[src/rtl/pbp_pkg.sv]
package pbp_pkg;
    typedef enum logic [1:0] {
        RSP_NONE = 2'd0,
        RSP_REG  = 2'd1,
        RSP_MEM  = 2'd2
    } rsp_e;

    localparam logic [3:0] ADR_PKTNUM = 4'd0;
    localparam logic [3:0] ADR_PTR_LO = 4'd1;
    localparam logic [3:0] ADR_PTR_HI = 4'd2;
    localparam logic [1:0] WIN_BLOCK  = 2'b10;

    localparam int PTR_W       = 16;
    localparam int PTR_SRC_BIT = 15;
    localparam int PTR_INC_BIT = 14;
    localparam int PTR_HIDE_HI = 3;
endpackage

[src/rtl/pbp_regs.sv]
module pbp_regs #(
    parameter int DATA_W = 8,
    parameter int OFS_W  = 11,
    parameter int PTR_W  = 16
) (
    input  logic              clk,
    input  logic              rst_n,
    input  logic              wr_pkt,
    input  logic              wr_lo,
    input  logic              wr_hi,
    input  logic [DATA_W-1:0] wdata,
    input  logic              step,
    output logic [PTR_W-1:0]  ptr_q,
    output logic [DATA_W-1:0] pkt_q
);
    localparam int HI_LSB = PTR_W - DATA_W;

    always_ff @(posedge clk) begin
        if (!rst_n) begin
            ptr_q <= '0;
            pkt_q <= '0;
        end else begin
            if (wr_pkt) pkt_q <= wdata;
            if (wr_lo)  ptr_q[DATA_W-1:0] <= wdata;
            if (wr_hi)  ptr_q[PTR_W-1:HI_LSB] <= wdata;
            if (step)   ptr_q[OFS_W-1:0] <= ptr_q[OFS_W-1:0] + 1'b1;
        end
    end
endmodule

[src/rtl/pbp_addr_gen.sv]
module pbp_addr_gen #(
    parameter int PAGES      = 4,
    parameter int PAGE_BYTES = 2048,
    parameter int DATA_W     = 8,
    parameter int PTR_W      = 16,
    localparam int PG_W      = $clog2(PAGES),
    localparam int OFS_W     = $clog2(PAGE_BYTES)
) (
    input  logic [PTR_W-1:0]      ptr,
    input  logic [DATA_W-1:0]     pkt,
    input  logic [PG_W-1:0]       rxq_head,
    input  logic [1:0]            lane,
    output logic [PG_W+OFS_W-1:0] addr
);
    import pbp_pkg::*;

    logic [PG_W-1:0]  page;
    logic [OFS_W-1:0] ofs;

    always_comb begin
        page = ptr[PTR_SRC_BIT] ? rxq_head : pkt[PG_W-1:0];
        if (ptr[PTR_INC_BIT])
            ofs = ptr[OFS_W-1:0];
        else
            ofs = ptr[OFS_W-1:0] + OFS_W'(lane);
        addr = {page, ofs};
    end
endmodule

[src/rtl/pbp_rsp_fsm.sv]
module pbp_rsp_fsm #(
    parameter int DATA_W = 8
) (
    input  logic              clk,
    input  logic              rst_n,
    input  logic              rd_reg,
    input  logic              rd_mem,
    input  logic [DATA_W-1:0] reg_val,
    input  logic [DATA_W-1:0] mem_rdata,
    output logic              rvalid,
    output logic [DATA_W-1:0] rdata
);
    import pbp_pkg::*;

    rsp_e              state_q, state_d;
    logic [DATA_W-1:0] hold_q;

    always_comb begin
        if (rd_mem)      state_d = RSP_MEM;
        else if (rd_reg) state_d = RSP_REG;
        else             state_d = RSP_NONE;
    end

    always_ff @(posedge clk) begin
        if (!rst_n) begin
            state_q <= RSP_NONE;
            hold_q  <= '0;
        end else begin
            state_q <= state_d;
            if (rd_reg) hold_q <= reg_val;
        end
    end

    always_comb begin
        rvalid = 1'b0;
        rdata  = '0;
        unique case (state_q)
            RSP_NONE: ;
            RSP_REG: begin
                rvalid = 1'b1;
                rdata  = hold_q;
            end
            RSP_MEM: begin
                rvalid = 1'b1;
                rdata  = mem_rdata;
            end
            default: ;
        endcase
    end
endmodule

[src/rtl/pbp_port.sv]
module pbp_port #(
    parameter int PAGES      = 4,
    parameter int PAGE_BYTES = 2048,
    parameter int DATA_W     = 8,
    localparam int PG_W      = $clog2(PAGES),
    localparam int OFS_W     = $clog2(PAGE_BYTES),
    localparam int MA_W      = PG_W + OFS_W
) (
    input  logic              clk,
    input  logic              rst_n,
    input  logic [3:0]        hst_addr,
    input  logic              hst_wr,
    input  logic              hst_rd,
    input  logic [DATA_W-1:0] hst_wdata,
    output logic [DATA_W-1:0] hst_rdata,
    output logic              hst_rvalid,
    input  logic [PG_W-1:0]   rxq_head,
    output logic [MA_W-1:0]   mem_addr,
    output logic              mem_we,
    output logic              mem_re,
    output logic [DATA_W-1:0] mem_wdata,
    input  logic [DATA_W-1:0] mem_rdata
);
    import pbp_pkg::*;

    logic              win_hit, rd_only, win_acc;
    logic [PTR_W-1:0]  ptr_q;
    logic [DATA_W-1:0] pkt_q;
    logic [DATA_W-1:0] reg_val;

    always_comb begin
        win_hit = (hst_addr[3:2] == WIN_BLOCK);
        rd_only = hst_rd && !hst_wr;
        win_acc = win_hit && (hst_wr || hst_rd);
        mem_we  = win_hit && hst_wr;
        mem_re  = win_hit && rd_only;
        mem_wdata = hst_wdata;
        unique case (hst_addr)
            ADR_PKTNUM: reg_val = pkt_q;
            ADR_PTR_LO: reg_val = ptr_q[DATA_W-1:0];
            ADR_PTR_HI: begin
                reg_val = ptr_q[PTR_W-1:PTR_W-DATA_W];
                reg_val[PTR_HIDE_HI] = 1'b0;
            end
            default:    reg_val = '0;
        endcase
    end

    pbp_regs #(.DATA_W(DATA_W), .OFS_W(OFS_W), .PTR_W(PTR_W)) u_regs (
        .clk    (clk),
        .rst_n  (rst_n),
        .wr_pkt (hst_wr && hst_addr == ADR_PKTNUM),
        .wr_lo  (hst_wr && hst_addr == ADR_PTR_LO),
        .wr_hi  (hst_wr && hst_addr == ADR_PTR_HI),
        .wdata  (hst_wdata),
        .step   (win_acc && ptr_q[PTR_INC_BIT]),
        .ptr_q  (ptr_q),
        .pkt_q  (pkt_q)
    );

    pbp_addr_gen #(.PAGES(PAGES), .PAGE_BYTES(PAGE_BYTES), .DATA_W(DATA_W), .PTR_W(PTR_W)) u_agen (
        .ptr      (ptr_q),
        .pkt      (pkt_q),
        .rxq_head (rxq_head),
        .lane     (hst_addr[1:0]),
        .addr     (mem_addr)
    );

    pbp_rsp_fsm #(.DATA_W(DATA_W)) u_rsp (
        .clk       (clk),
        .rst_n     (rst_n),
        .rd_reg    (rd_only && !win_hit),
        .rd_mem    (rd_only && win_hit),
        .reg_val   (reg_val),
        .mem_rdata (mem_rdata),
        .rvalid    (hst_rvalid),
        .rdata     (hst_rdata)
    );
endmodule

[config.mk]
export PLATFORM = sky130hd
export DESIGN_NAME = pbp_port
export DESIGN_NICKNAME = d
export VERILOG_FILES = /design/src/rtl/pbp_pkg.sv /design/src/rtl/pbp_regs.sv /design/src/rtl/pbp_addr_gen.sv /design/src/rtl/pbp_rsp_fsm.sv /design/src/rtl/pbp_port.sv
export SDC_FILE = /design/constraint.sdc
export NUM_CORES = 1
export LEC_CHECK = 0
export CORE_MARGIN = 2
export CORE_UTILIZATION = 54
export CTS_BUF_LIST = sky130_fd_sc_hd__clkbuf_4
export CTS_CLUSTER_SIZE = 24
export DETAILED_ROUTE_END_ITERATION = 7
export GPL_ROUTABILITY_DRIVEN = 1
export GPL_TIMING_DRIVEN = 0
export MAX_ROUTING_LAYER = met4
export PLACE_DENSITY = 0.88
export SLEW_MARGIN = 30
export SYNTH_ARGS = -nofsm -noshare
export SYNTH_HDL_FRONTEND = slang
export SYNTH_SLANG_ARGS = --single-unit
export TNS_END_PERCENT = 10
[constraint.sdc]
create_clock -name clk -period 5 [get_ports clk]
set_clock_uncertainty 0.2 [all_clocks]
set_input_delay 1 -clock clk [delete_from_list [all_inputs] [get_ports clk]]
set_output_delay 1 -clock clk [all_outputs]
set_load 0.03 [all_outputs]
**After elaboration in Yosys (flattened, before gate mapping)**

Cells that the tools add are included.

- Bits of input ports: 26
- Register bits after elaboration: 34
- Word-level logic and storage cells: 42

- Add/subtract/negate cells: 2
- Multiplexer cells: 10
- Bitwise logic cells: 1
- Reductions and logical operators: 17
- Eq/ne operators: 5

Operators with widths:

| kind | number |
|---|---|
| $pmux W8 S3 | 1 |
| $mux W11 | 2 |
| $pmux W8 S2 | 1 |
| $add A11 B1 Y11 const B | 1 |
| $add A11 B2 Y11 | 1 |
| $logic_and A1 B1 Y1 | 9 |
| $mux W8 | 1 |
| $eq A2 B2 Y1 const B | 2 |
| $eq A4 B1 Y1 const B | 1 |
| $eq A4 B2 Y1 const B | 1 |
| $logic_not A4 Y1 | 1 |
| $mux W2 | 2 |
| $reduce_bool A2 Y1 | 2 |
| $reduce_or A2 Y1 | 2 |
| $mux W3 | 1 |
| $eq A2 B1 Y1 const B | 1 |
| $logic_not A1 Y1 | 2 |
| $mux W1 | 2 |
| $logic_or A1 B1 Y1 | 1 |
| $not A1 Y1 | 1 |

**Logic depth before layout (Yosys ltp)**

Gate-level depths: netlist of the first run.

- Depth in word-level cells: 5
- Gate-level depth with buffers: 7
- Depth with buffers taken out: 6

**Modules after synthesis**

Synthesis of the first run repeated with hierarchy kept, for this count alone.

- Cells, all modules: 246
- Area, all modules: 2,263.4 sq um

Modules (own cells, without submodules):

| module | cells an instance | instances | area an instance (sq um) | seq. area each (sq um) |
|---|---|---|---|---|
| pbp_regs | 118 | 1 | 1,129.8 | 480.5 |
| pbp_rsp_fsm | 53 | 1 | 499.2 | 200.2 |
| pbp_addr_gen | 36 | 1 | 325.3 | 0.0 |
| pbp_port | 39 | 1 | 309.0 | 0.0 |

**Worst setup path before layout of the first run**

Ideal clock, no wire load.

- Kind: input -> output
- Start: in hst_addr[1]
- End: out mem_addr[9]
- Setup slack: 1.294 ns
- Stages: 5
- Arrival: 2.506 ns
- Path through: ha_1 -> a21oi_1 -> nor4b_1 -> and3_1 -> xor2_1

- Word-level cells in the longest chain between the ends: 2

RTL lines:

| element | line | source |
|---|---|---|
| from (decl) | pbp_port.sv:11 | `input logic [3:0] hst_addr,` |
| $add A11 B2 Y11 | pbp_addr_gen.sv:25 | `ofs = ptr[OFS_W-1:0] + OFS_W'(lane);` |
| $mux W11 | pbp_addr_gen.sv:22 | `if (ptr[PTR_INC_BIT])` |
| to (decl) | pbp_port.sv:18 | `output logic [MA_W-1:0] mem_addr,` |

Every way passes these cells.

**Worst setup path after layout of the first run**

Same ends and word-level chain as after synthesis.

==> run metrics, run 1 <==
Commonest cells post-synth=dfxtp_1, nor2_1, a22oi_1, mux2i_1, nand2_1; grt ovf=0; P&R area growth vs syn=33.8%; synthesized area=2080 µm²; Fin. Hold Viols=0; Combinational Power Share=17.3%; crit path kind=in -> out; row cnt=22; share of cells above drive strength 1=12.4%; global routing usage on met3=5.62%; met2 GRT Util=46.9%; Total Routing Usage GR=27.9%; Filler cells=287; vias per cell=5.85; design internal power=0.418 mW; Initial Utilization=56.5%; most common cell in the netlist=dfxtp_1; Max Slew Vio Count=0; count of cell types in the netlist=44; DRT antenna net count=0; switching share of power=27.5%; area leader, netlist=dfxtp_1; share of the synthesized area in the top cell type=31.7%; hold_buf cts=0; crit path max fanout=3; syn nets=275; Clock Pin Slew Worst Setup and Hold Paths=0.12 ns; TNS Setup=0 ns; largest net degree at the start of global routing=13; EDFF count, synth=0; drt wl/cell=15.9 µm; HP Class=reg -> reg; CTS root buf=clkbuf_4; max-cap violations=0; vias=2,076; # resized after CTS=0; Max Freq=213 MHz; Synth Flop Type=dfxtp_1; Clock Path Buffers=2; Pre-antenna DRT Iters=4; outcome=finished clean; Power Dens Cells=207 nW/µm²; antenna diode count=0; initial DRC count=104; Worst-Skew Late Latency=0.35 ns; Seq pwr share=46.6%; Final min period=4.69 ns; peak supply drop=0.171 mV; sw power=0.158 mW; CTS tree=built; synthesized flop and latch total=33; core area=3690 µm²; Ports=58; top cells by area, synth=dfxtp_1, mux2i_1, a22oi_1; CP Data Required Time=3.80 ns; final period utilization=93.8%; Layout Nets=338; die height=66.1 µm; Seq/Total Area, Yosys=31.7%; leakage=1.04 nW; H-tree depth=2; Avg Cell Area, Syn=8.57 µm²; DIE AREA=4370 µm²; RSZ-0062 raised after global routing=false; first-pass GRT wire length=9170 µm; Residual DRC=0; number of port buffers=56; Clock power frac=36.1%; Worst EP arrival=3.49 ns; # clock sinks=33; busiest grt layer=met2; Worst slew margin=62.0%; initial antenna violation count=0; Post-CTS Setup Inserts=0; post-layout util=75.6%; TritonCTS Buffers=5; worst-margin pin slew=0.567 ns; Async SR Flop Fraction=0%; M1 GR Usage=34.9%; vias in the first global route=1,945; synthesized netlist cell count=243; Ys Warns=0; hpwl dp=4200 µm; Startpoint Class=primary input; Die X=66.1 µm; CP endpoint kind=output pin; Routed WL=5660 µm; RD Place Congestion=0.886; final setup vio count=0
## worst paths after layout
check                   start                to  slack, ns  cells after the start
max               hst_addr[1]       mem_addr[9]       0.31                      7
min reg2reg  u_regs.ptr_q[12]  u_regs.ptr_q[12]       0.27                      2
max reg2reg   u_regs.ptr_q[5]  u_regs.ptr_q[10]       3.20                      4
min          u_regs.ptr_q[12]  u_regs.ptr_q[12]       0.27                      2
## kinds of logic after synthesis
family,after synthesis,synth area share (%)
multiplexers,20,9.85
XOR/XNOR,9,3.78
flip-flops,33,31.7
adder cells (fa/ha/maj),6,3.96
AND/OR/NAND/NOR,83,20.1
buffers and inverters,35,9.25
AO/OA/AOI/OAI,57,21.3
## registers in the layout, summed over array words and instances, names as in the netlist
name	count
u_rsp.hold_q	8
u_regs.pkt_q	8
u_regs.ptr_q	15
u_rsp.state_q	2
## through the flow
| stage | total power, mW | setup WS [ns] | hold slack [ns] | cell area (µm²) | instances |
|---|---|---|---|---|---|
| floorplan | 0.325 | 1.29 | 0.236 | 2080 | 243 |
| global placement | 0.372 | 0.348 | 0.242 | 2700 | 347 |
| detailed placement | 0.373 | 0.330 | 0.247 | 2700 | 347 |
| CTS | 0.576 | 0.300 | 0.263 | 2790 | 355 |
| global route | 0.598 | 0.175 | 0.303 | 2790 | 355 |
| finish | 0.576 | 0.311 | 0.272 | 2790 | 355 |
## cell usage in the layout (no fill, tap or decap), types with 5 or more instances in the layout
master	n
a21oi_1	11
nor2_1	32
a22oi_1	16
mux2i_1	16
nand3_1	13
clkdlybuf4s50_1	56
clkbuf_4	5
dfxtp_1	33
xor2_1	6
nand2_1	14
buf_2	10
buf_4	9
inv_1	7
clkbuf_1	7
o2bb2ai_1	7
ha_1	5
## final cells by class
| cell class | count | area [µm²] | share of cell area (%) |
|---|---|---|---|
| Inverter | 7 | 26.3 | 0.943 |
| Timing Repair Buffer | 56 | 561 | 20.1 |
| Sequential cell | 33 | 661 | 23.7 |
| Clock inverter | 3 | 46.3 | 1.66 |
| Tap cell | 48 | 60.1 | 2.15 |
| Buffer | 28 | 166 | 5.97 |
| Clock buffer | 5 | 37.5 | 1.35 |
| Multi-Input combinational cell | 175 | 1230 | 44.1 |
## per-layer routing
metal  routed length (µm)  vias up
li1                     -     1001
met2                 2760      104
met4                   56        0
met5                    0        -
met1                 2340      961
met3                  500       10
## power groups by stage
stage          sequential [mW]  combinational, mW  clock, mW
6_report                 0.268             0.0998      0.208
5_1_grt                  0.269              0.106      0.223
4_1_cts                  0.268             0.0995      0.208
3_5_place_dp             0.274             0.0990          0
3_3_place_gp             0.274             0.0979          0
2_1_floorplan            0.273             0.0519          0
## critical path, stage by stage
cell and delay (ns):
clkdlybuf4s50_1 0.47, ha_1 0.31, a21oi_1 0.08, nor4b_1 0.51
and3_1 0.26, xor2_1 0.17, clkdlybuf4s50_1 0.69
Power figures use the tool's default switching activity.
==> run 2, diff against run 1 <==
--- a/config.mk
+++ b/config.mk
@@ -12,6 +12,7 @@
 export DETAILED_ROUTE_END_ITERATION = 7
 export GPL_ROUTABILITY_DRIVEN = 1
 export GPL_TIMING_DRIVEN = 0
+export HOLD_SLACK_MARGIN = 0.1
 export MAX_ROUTING_LAYER = met4
 export PLACE_DENSITY = 0.88
 export SLEW_MARGIN = 30
==> constraint.sdc (replaced) <==
create_clock -name clk -period 5.57 [get_ports clk]
set_clock_uncertainty 0.2 [all_clocks]
set_input_delay 1.114 -clock clk [delete_from_list [all_inputs] [get_ports clk]]
set_output_delay 1.114 -clock clk [all_outputs]
set_load 0.03 [all_outputs]
==> results of run 2 <==
Same layout as run 1 (identical final DEF). Status: finished clean.
Among the figures that moved: setup slack after placement 0.330 ns -> 0.672 ns; setup slack after layout 0.311 ns -> 0.653 ns; register-to-register setup slack 3.20 ns -> 3.77 ns; total power 0.576 mW -> 0.517 mW; worst IR drop on VDD 0.171 mV -> 0.153 mV
